===== src/rtl/hostreg_pkg.sv =====
package hostreg_pkg;
    localparam int unsigned DW = 8;
    typedef logic [DW-1:0] word_t;

    localparam word_t A_INDEX = 8'h00;
    localparam word_t A_DATA  = 8'h01;
    localparam word_t A_FIFO  = 8'h10;
    localparam word_t A_STAT  = 8'h11;

    localparam word_t I_FIFO  = 8'hB0;
    localparam word_t I_STAT  = 8'hC0;
    localparam word_t I_MASK  = 8'hC1;
    localparam word_t I_CFG   = 8'hC2;

    typedef enum logic [2:0] {
        T_NONE, T_INDEX, T_FIFO, T_STAT, T_MASK, T_CFG
    } tgt_e;

    typedef struct packed {
        logic ven;
        logic pol;
    } cfg_t;

    typedef struct packed {
        tgt_e tgt;
        logic rd;
        logic wr;
    } acc_t;

    function automatic tgt_e map_index(word_t i);
        case (i)
            I_FIFO:  return T_FIFO;
            I_STAT:  return T_STAT;
            I_MASK:  return T_MASK;
            I_CFG:   return T_CFG;
            default: return T_NONE;
        endcase
    endfunction

    function automatic tgt_e map_direct(word_t a, word_t idx, logic en);
        case (a)
            A_INDEX: return T_INDEX;
            A_DATA:  return map_index(idx);
            A_FIFO:  return en ? T_FIFO : T_NONE;
            A_STAT:  return en ? T_STAT : T_NONE;
            default: return T_NONE;
        endcase
    endfunction

    function automatic word_t cfg_word(cfg_t c, logic act);
        word_t w;
        w    = '0;
        w[0] = c.pol;
        w[1] = act;
        w[2] = c.ven;
        return w;
    endfunction
endpackage


===== src/rtl/hostreg_decode.sv =====
module hostreg_decode
    import hostreg_pkg::*;
(
    input  word_t addr_i,
    input  word_t idx_i,
    input  logic  en_i,
    input  logic  rd_i,
    input  logic  wr_i,
    output acc_t  acc_o
);
    always_comb begin
        acc_o.tgt = map_direct(addr_i, idx_i, en_i);
        acc_o.rd  = rd_i;
        acc_o.wr  = wr_i;
    end
endmodule


===== src/rtl/hostreg_status.sv =====
module hostreg_status
    import hostreg_pkg::*;
#(
    parameter int unsigned NSTAT = DW
) (
    input  logic             clk,
    input  logic             rst,
    input  logic [NSTAT-1:0] set_i,
    input  logic [NSTAT-1:0] clr_i,
    input  logic             mask_we,
    input  logic [NSTAT-1:0] mask_d,
    output logic [NSTAT-1:0] status_o,
    output logic [NSTAT-1:0] mask_o,
    output logic             act_o
);
    logic [NSTAT-1:0] status_q, mask_q;

    always_ff @(posedge clk) begin
        if (rst) begin
            status_q <= '0;
            mask_q   <= '0;
        end else begin
            status_q <= (status_q & ~clr_i) | set_i;
            if (mask_we) mask_q <= mask_d;
        end
    end

    assign status_o = status_q;
    assign mask_o   = mask_q;
    assign act_o    = |(status_q & mask_q);


    w1c_clear_chk: assert property (@(posedge clk) disable iff (rst)
        (|(clr_i & ~set_i)) |=> ((status_q & $past(clr_i & ~set_i)) == '0));

    set_wins_chk: assert property (@(posedge clk) disable iff (rst)
        (|set_i) |=> ((status_q & $past(set_i)) == $past(set_i)));

    status_hold_chk: assert property (@(posedge clk) disable iff (rst)
        !rst |=> (((status_q ^ $past(status_q)) & ~$past(set_i | clr_i)) == '0));
endmodule


===== src/rtl/hostreg_pin.sv =====
module hostreg_pin (
    input  logic clk,
    input  logic rst,
    input  logic pol_i,
    input  logic act_i,
    output logic irq_out,
    output logic irq_oe
);
    always_comb begin
        if (pol_i) begin
            irq_out = act_i;
            irq_oe  = 1'b1;
        end else begin
            irq_out = 1'b0;
            irq_oe  = act_i;
        end
    end


    open_drain_chk: assert property (@(posedge clk) disable iff (rst)
        !pol_i |-> (irq_out == 1'b0));

    push_pull_chk: assert property (@(posedge clk) disable iff (rst)
        pol_i |-> irq_oe);
endmodule


===== src/rtl/hostreg_port.sv =====
module hostreg_port
    import hostreg_pkg::*;
(
    input  logic       clk,
    input  logic       rst,
    input  logic       hif_en,
    input  logic [7:0] hst_addr,
    input  logic [7:0] hst_wdata,
    input  logic       hst_rd,
    input  logic       hst_wr,
    output logic [7:0] hst_rdata,
    input  logic [7:0] fifo_data,
    input  logic       fifo_empty,
    output logic       fifo_pop,
    input  logic [7:0] evt_set,
    output logic       irq_out,
    output logic       irq_oe,
    output logic       vid_oe
);
    word_t idx_q;
    cfg_t  cfg_q;
    acc_t  acc;
    word_t status, mask, clr;
    logic  act;

    hostreg_decode i_dec (
        .addr_i(hst_addr), .idx_i(idx_q), .en_i(hif_en),
        .rd_i(hst_rd), .wr_i(hst_wr), .acc_o(acc)
    );

    assign clr = (acc.wr && acc.tgt == T_STAT) ? hst_wdata : '0;

    hostreg_status #(.NSTAT(DW)) i_stat (
        .clk(clk), .rst(rst), .set_i(evt_set), .clr_i(clr),
        .mask_we(acc.wr && acc.tgt == T_MASK), .mask_d(hst_wdata),
        .status_o(status), .mask_o(mask), .act_o(act)
    );

    hostreg_pin i_pin (
        .clk(clk), .rst(rst), .pol_i(cfg_q.pol), .act_i(act),
        .irq_out(irq_out), .irq_oe(irq_oe)
    );

    always_ff @(posedge clk) begin
        if (rst) begin
            idx_q <= '0;
            cfg_q <= '0;
        end else if (acc.wr) begin
            if (acc.tgt == T_INDEX) idx_q <= hst_wdata;
            if (acc.tgt == T_CFG) begin
                cfg_q.pol <= hst_wdata[0];
                cfg_q.ven <= hst_wdata[2];
            end
        end
    end

    always_comb begin
        word_t v;
        case (acc.tgt)
            T_INDEX: v = idx_q;
            T_FIFO:  v = fifo_empty ? '0 : fifo_data;
            T_STAT:  v = status;
            T_MASK:  v = mask;
            T_CFG:   v = cfg_word(cfg_q, act);
            default: v = '0;
        endcase
        hst_rdata = acc.rd ? v : '0;
    end

    assign fifo_pop = acc.rd && acc.tgt == T_FIFO && !fifo_empty;
    assign vid_oe   = cfg_q.ven;


    no_empty_pop_chk: assert property (@(posedge clk) disable iff (rst)
        fifo_pop |-> (!fifo_empty && hst_rd));

    gated_alias_chk: assert property (@(posedge clk) disable iff (rst)
        (!hif_en && hst_addr == A_FIFO) |-> (!fifo_pop && hst_rdata == 8'h00));
endmodule


===== config.mk =====
export PLATFORM = sky130hd
export DESIGN_NAME = hostreg_port
export DESIGN_NICKNAME = d
export VERILOG_FILES = /design/src/rtl/hostreg_pkg.sv /design/src/rtl/hostreg_decode.sv /design/src/rtl/hostreg_status.sv /design/src/rtl/hostreg_pin.sv /design/src/rtl/hostreg_port.sv
export SDC_FILE = /design/constraint.sdc
export NUM_CORES = 1
export LEC_CHECK = 0
export CAP_MARGIN = 20
export CORE_MARGIN = 2
export CORE_UTILIZATION = 35
export DETAILED_ROUTE_END_ITERATION = 8
export SYNTH_ARGS = -nofsm -noshare
export SYNTH_HDL_FRONTEND = slang
export SYNTH_SLANG_ARGS = --single-unit

===== constraint.sdc =====
create_clock -name clk -period 3.72 [get_ports clk]
set_input_delay 0.372 -clock clk [delete_from_list [all_inputs] [get_ports clk]]
set_output_delay 0.372 -clock clk [all_outputs]
set_load 0.01 [all_outputs]

==> results.py <==
metrics = {
    "logic_synthesis": {
        "synth_cells": 209,
        "synthTopCellsByArea": "dfxtp_1, a21oi_1, nand3_1, a311oi_1, nand4_1",
        "synth_seq_cells": 26,
        "synth_common_cells": "dfxtp_1, a21oi_1, nand3_1",
        "synth_nets": 247,
        "synth-compound-area-share_pct": 29.5,
        "synth_fa_ha_area_share_pct": 0,
        "synthDistinctLibCells": 49,
        "synth_area_leader_cell": "dfxtp_1",
        "synth_top_family_by_area": "compound AO/OA/AOI/OAI gates",
        "syn_area_um2": 1670,
        "synthArstFlopShare_pct": 0,
        "synth-simple-area-share_pct": 27.8,
        "yosysTopAreaCellShare_pct": 31.3,
        "avgSynthCellArea_um2": 7.97,
        "synth_most_common_cell": "dfxtp_1",
        "synth_xor_area_share_pct": 0.526,
        "synth_warnings": 0,
        "synth_top_flop_cell": "dfxtp_1",
        "synthMuxAreaShare_pct": 3.83,
        "ys_seq_area_share_pct": 31.3,
        "synth_edf_count": 0,
    },
    "critical_path": {
        "start_kind": "input pin",
        "end_kind": "output port",
        "crit_required_ns": 3.35,
        "reg2reg_from": "idx_q[6]$_SDFFE_PP0P_",
        "cp.arrival_ns": 3.08,
        "rr_worst_depth": 5,
        "critPathMaxFanout": 7,
        "r2r-end": "idx_q[4]$_SDFFE_PP0P_",
        "r2r_slack_ns": 1.25,
        "setup.worst_path.class": "input pin to output port",
    },
    "run": {
        "max-cap-violations": 0,
    },
    "min_path": {
        "hold_end": "i_stat.mask_o[0]$_SDFFE_PP0P_",
        "min_from": "i_stat.mask_o[0]$_SDFFE_PP0P_",
        "hold_depth": 2,
        "hold_path_class": "flop to flop",
    },
    "grt": {
        "track_usage_pct": 19.8,
        "grt_pass1_vias": 1723,
        "antenna_found_initial": 0,
        "grt-ovfl-total": 0,
        "grt_pass1_wl_um": 8290,
        "grt_max_degree": 27,
    },
    "timing": {
        "slew_viol_final": 0,
        "fin_skew_ns": 0.00177,
        "min_period_over_period_pct": 92.8,
        "hold_violations": 0,
        "whs_ns": 0.477,
        "slew_headroom_pct": 36.1,
        "period_minus_slack_ns": 3.45,
        "tightestPinTransition_ns": 0.956,
        "setup_viol": 0,
        "setup_tns_ns": 0,
        "setup_ws_ns": 0.270,
        "rsz0062_at_grt": "no",
        "fmax_ghz": 0.290,
    },
    "clocking": {
        "ctsResizeCount": 0,
        "h-tree-depth": 1,
        "clockBufferDepth": 2,
        "cts-root-buf": "clkbuf_8",
        "numCtsBuffers": 3,
        "clk_latency_ns": 0.26,
        "post_cts_buffers": 0,
        "clkSlewWorstSetupHoldPaths_ns": 0.08,
        "cts_hold_buf": 0,
        "cts_tree": "done",
        "cts.sinks": 26,
    },
    "power_and_ir_drop": {
        "p_leak_nw": 0.728,
        "powerDensity_nw_per_um2": 234,
        "ir_drop_mv": 0.195,
        "total_power_mw": 0.527,
    },
    "outcome": {
        "outcome": "finished, final reports clean",
    },
    "drt": {
        "vias_per_cell": 5.91,
        "post-route-drc-count": 0,
        "ant_nets": 0,
        "routed_wl_um": 5270,
        "dr.first_iter.drc_count": 209,
        "firstDrtPassIters": 4,
        "wl_per_cell_um": 17.0,
        "vias": 1832,
    },
    "placed_design": {
        "port-buffer-count": 49,
        "post_dp_cell_area_um2": 2210,
        "place.gp.congestion": 0.895,
        "place_ws_ns": 0.288,
        "dpl.hpwl_um": 4050,
    },
    "final_layout": {
        "syn2layout_area_growth_pct": 35.0,
        "seq_area_um2": 520,
        "diodes": 0,
        "final_nets": 296,
        "multi_input_area_um2": 1030,
        "drive_gt1_share_pct": 9.38,
        "design_area_um2": 2250,
        "fillers": 457,
    },
    "floorplanning": {
        "fp.dieW_um": 73.0,
        "ioPinCount": 50,
        "initial_core_util_pct": 35.7,
        "core_area_um2": 4660,
        "dieArea_um2": 5330,
        "rows": 25,
        "die_y_um": 73.0,
    },
}
==> kinds of logic (layout without fill, tap and decap cells) <==
logic type                after synthesis  after routing
muxes                                   6              6
DFF                                    26             26
xor gates and xnor gates                1              1
AOI/OAI and AO/OA                      70             70
buffers and inverters                  24             71
and+or+nand+nor                        82             82
==> worst max-delay path by stage <==
| stage | cells after the start | slack (ns) | endpoint | from |
|---|---|---|---|---|
| floorplan | 7 | 1.13 | hst_rdata[6] | hst_addr[7] |
| global placement | 8 | 0.30 | hst_rdata[7] | hst_addr[0] |
| detailed placement | 8 | 0.29 | hst_rdata[3] | hst_addr[0] |
| CTS | 8 | 0.27 | hst_rdata[3] | hst_addr[0] |
| global route | 8 | 0.02 | hst_rdata[4] | hst_addr[4] |
| finish | 8 | 0.27 | hst_rdata[3] | hst_addr[4] |
==> final cells by class <==
| cell class | count | share of cell area [%] |
|---|---|---|
| Timing Repair Buffer | 57 | 24.5 |
| Tap cell | 54 | 3.01 |
| Clock buffer | 3 | 1.84 |
| Sequential cell | 26 | 23.1 |
| Inverter | 11 | 1.84 |
| Multi-Input combinational cell | 159 | 45.7 |
==> layer usage <==
metal | wire, um | track usage [%]
met3 | 282 | 2.35
met1 | 2580 | 28.5
met5 | 0 | 0
met4 | 75 | 5.35
met2 | 2340 | 31.0
==> metrics by stage <==
| step | instances | util [%] |
|---|---|---|
| final | 310 | 48.2 |
| after global routing | 310 | 48.2 |
| after CTS | 310 | 48.2 |
| after detailed placement | 307 | 47.4 |
| after global placement | 307 | 47.4 |
| after floorplan | 209 | - |
==> where the power goes <==
group	internal [mW]	total, mW	switching [mW]
registers	0.284	0.291	0.00647
clock network	0.0723	0.150	0.0781
logic	0.0472	0.0858	0.0386
total	0.404	0.527	0.123
==> layout by cell type (no fill, tap or decap), types with 5 or more instances in the layout <==
cell type,synthesis,layout
nand3_1,19,19
a31oi_1,5,5
nand4_1,10,10
o21ai_0,7,7
nor2_1,13,13
buf_4,0,8
clkdlybuf4s50_1,0,49
o31ai_1,8,8
nand2_1,16,16
a21oi_1,20,20
a311oi_1,8,8
dfxtp_1,26,26
inv_1,11,11
==> flip-flops by register name, indices dropped and copies added (netlist names) <==
| signal | count |
|---|---|
| i_stat.status_o | 8 |
| vid_oe | 1 |
| idx_q | 8 |
| i_stat.mask_o | 8 |
| cfg_q | 1 |
==> worst max-delay path, stage by stage <==
cell             delay (ns)
clkdlybuf4s50_1        0.51
nor4b_1                0.39
buf_4                  0.20
nor3b_2                0.30
nor3b_2                0.41
nand2_1                0.13
a31oi_1                0.21
clkdlybuf4s50_1        0.57
Note: power is estimated with default switching activity, not from simulation.
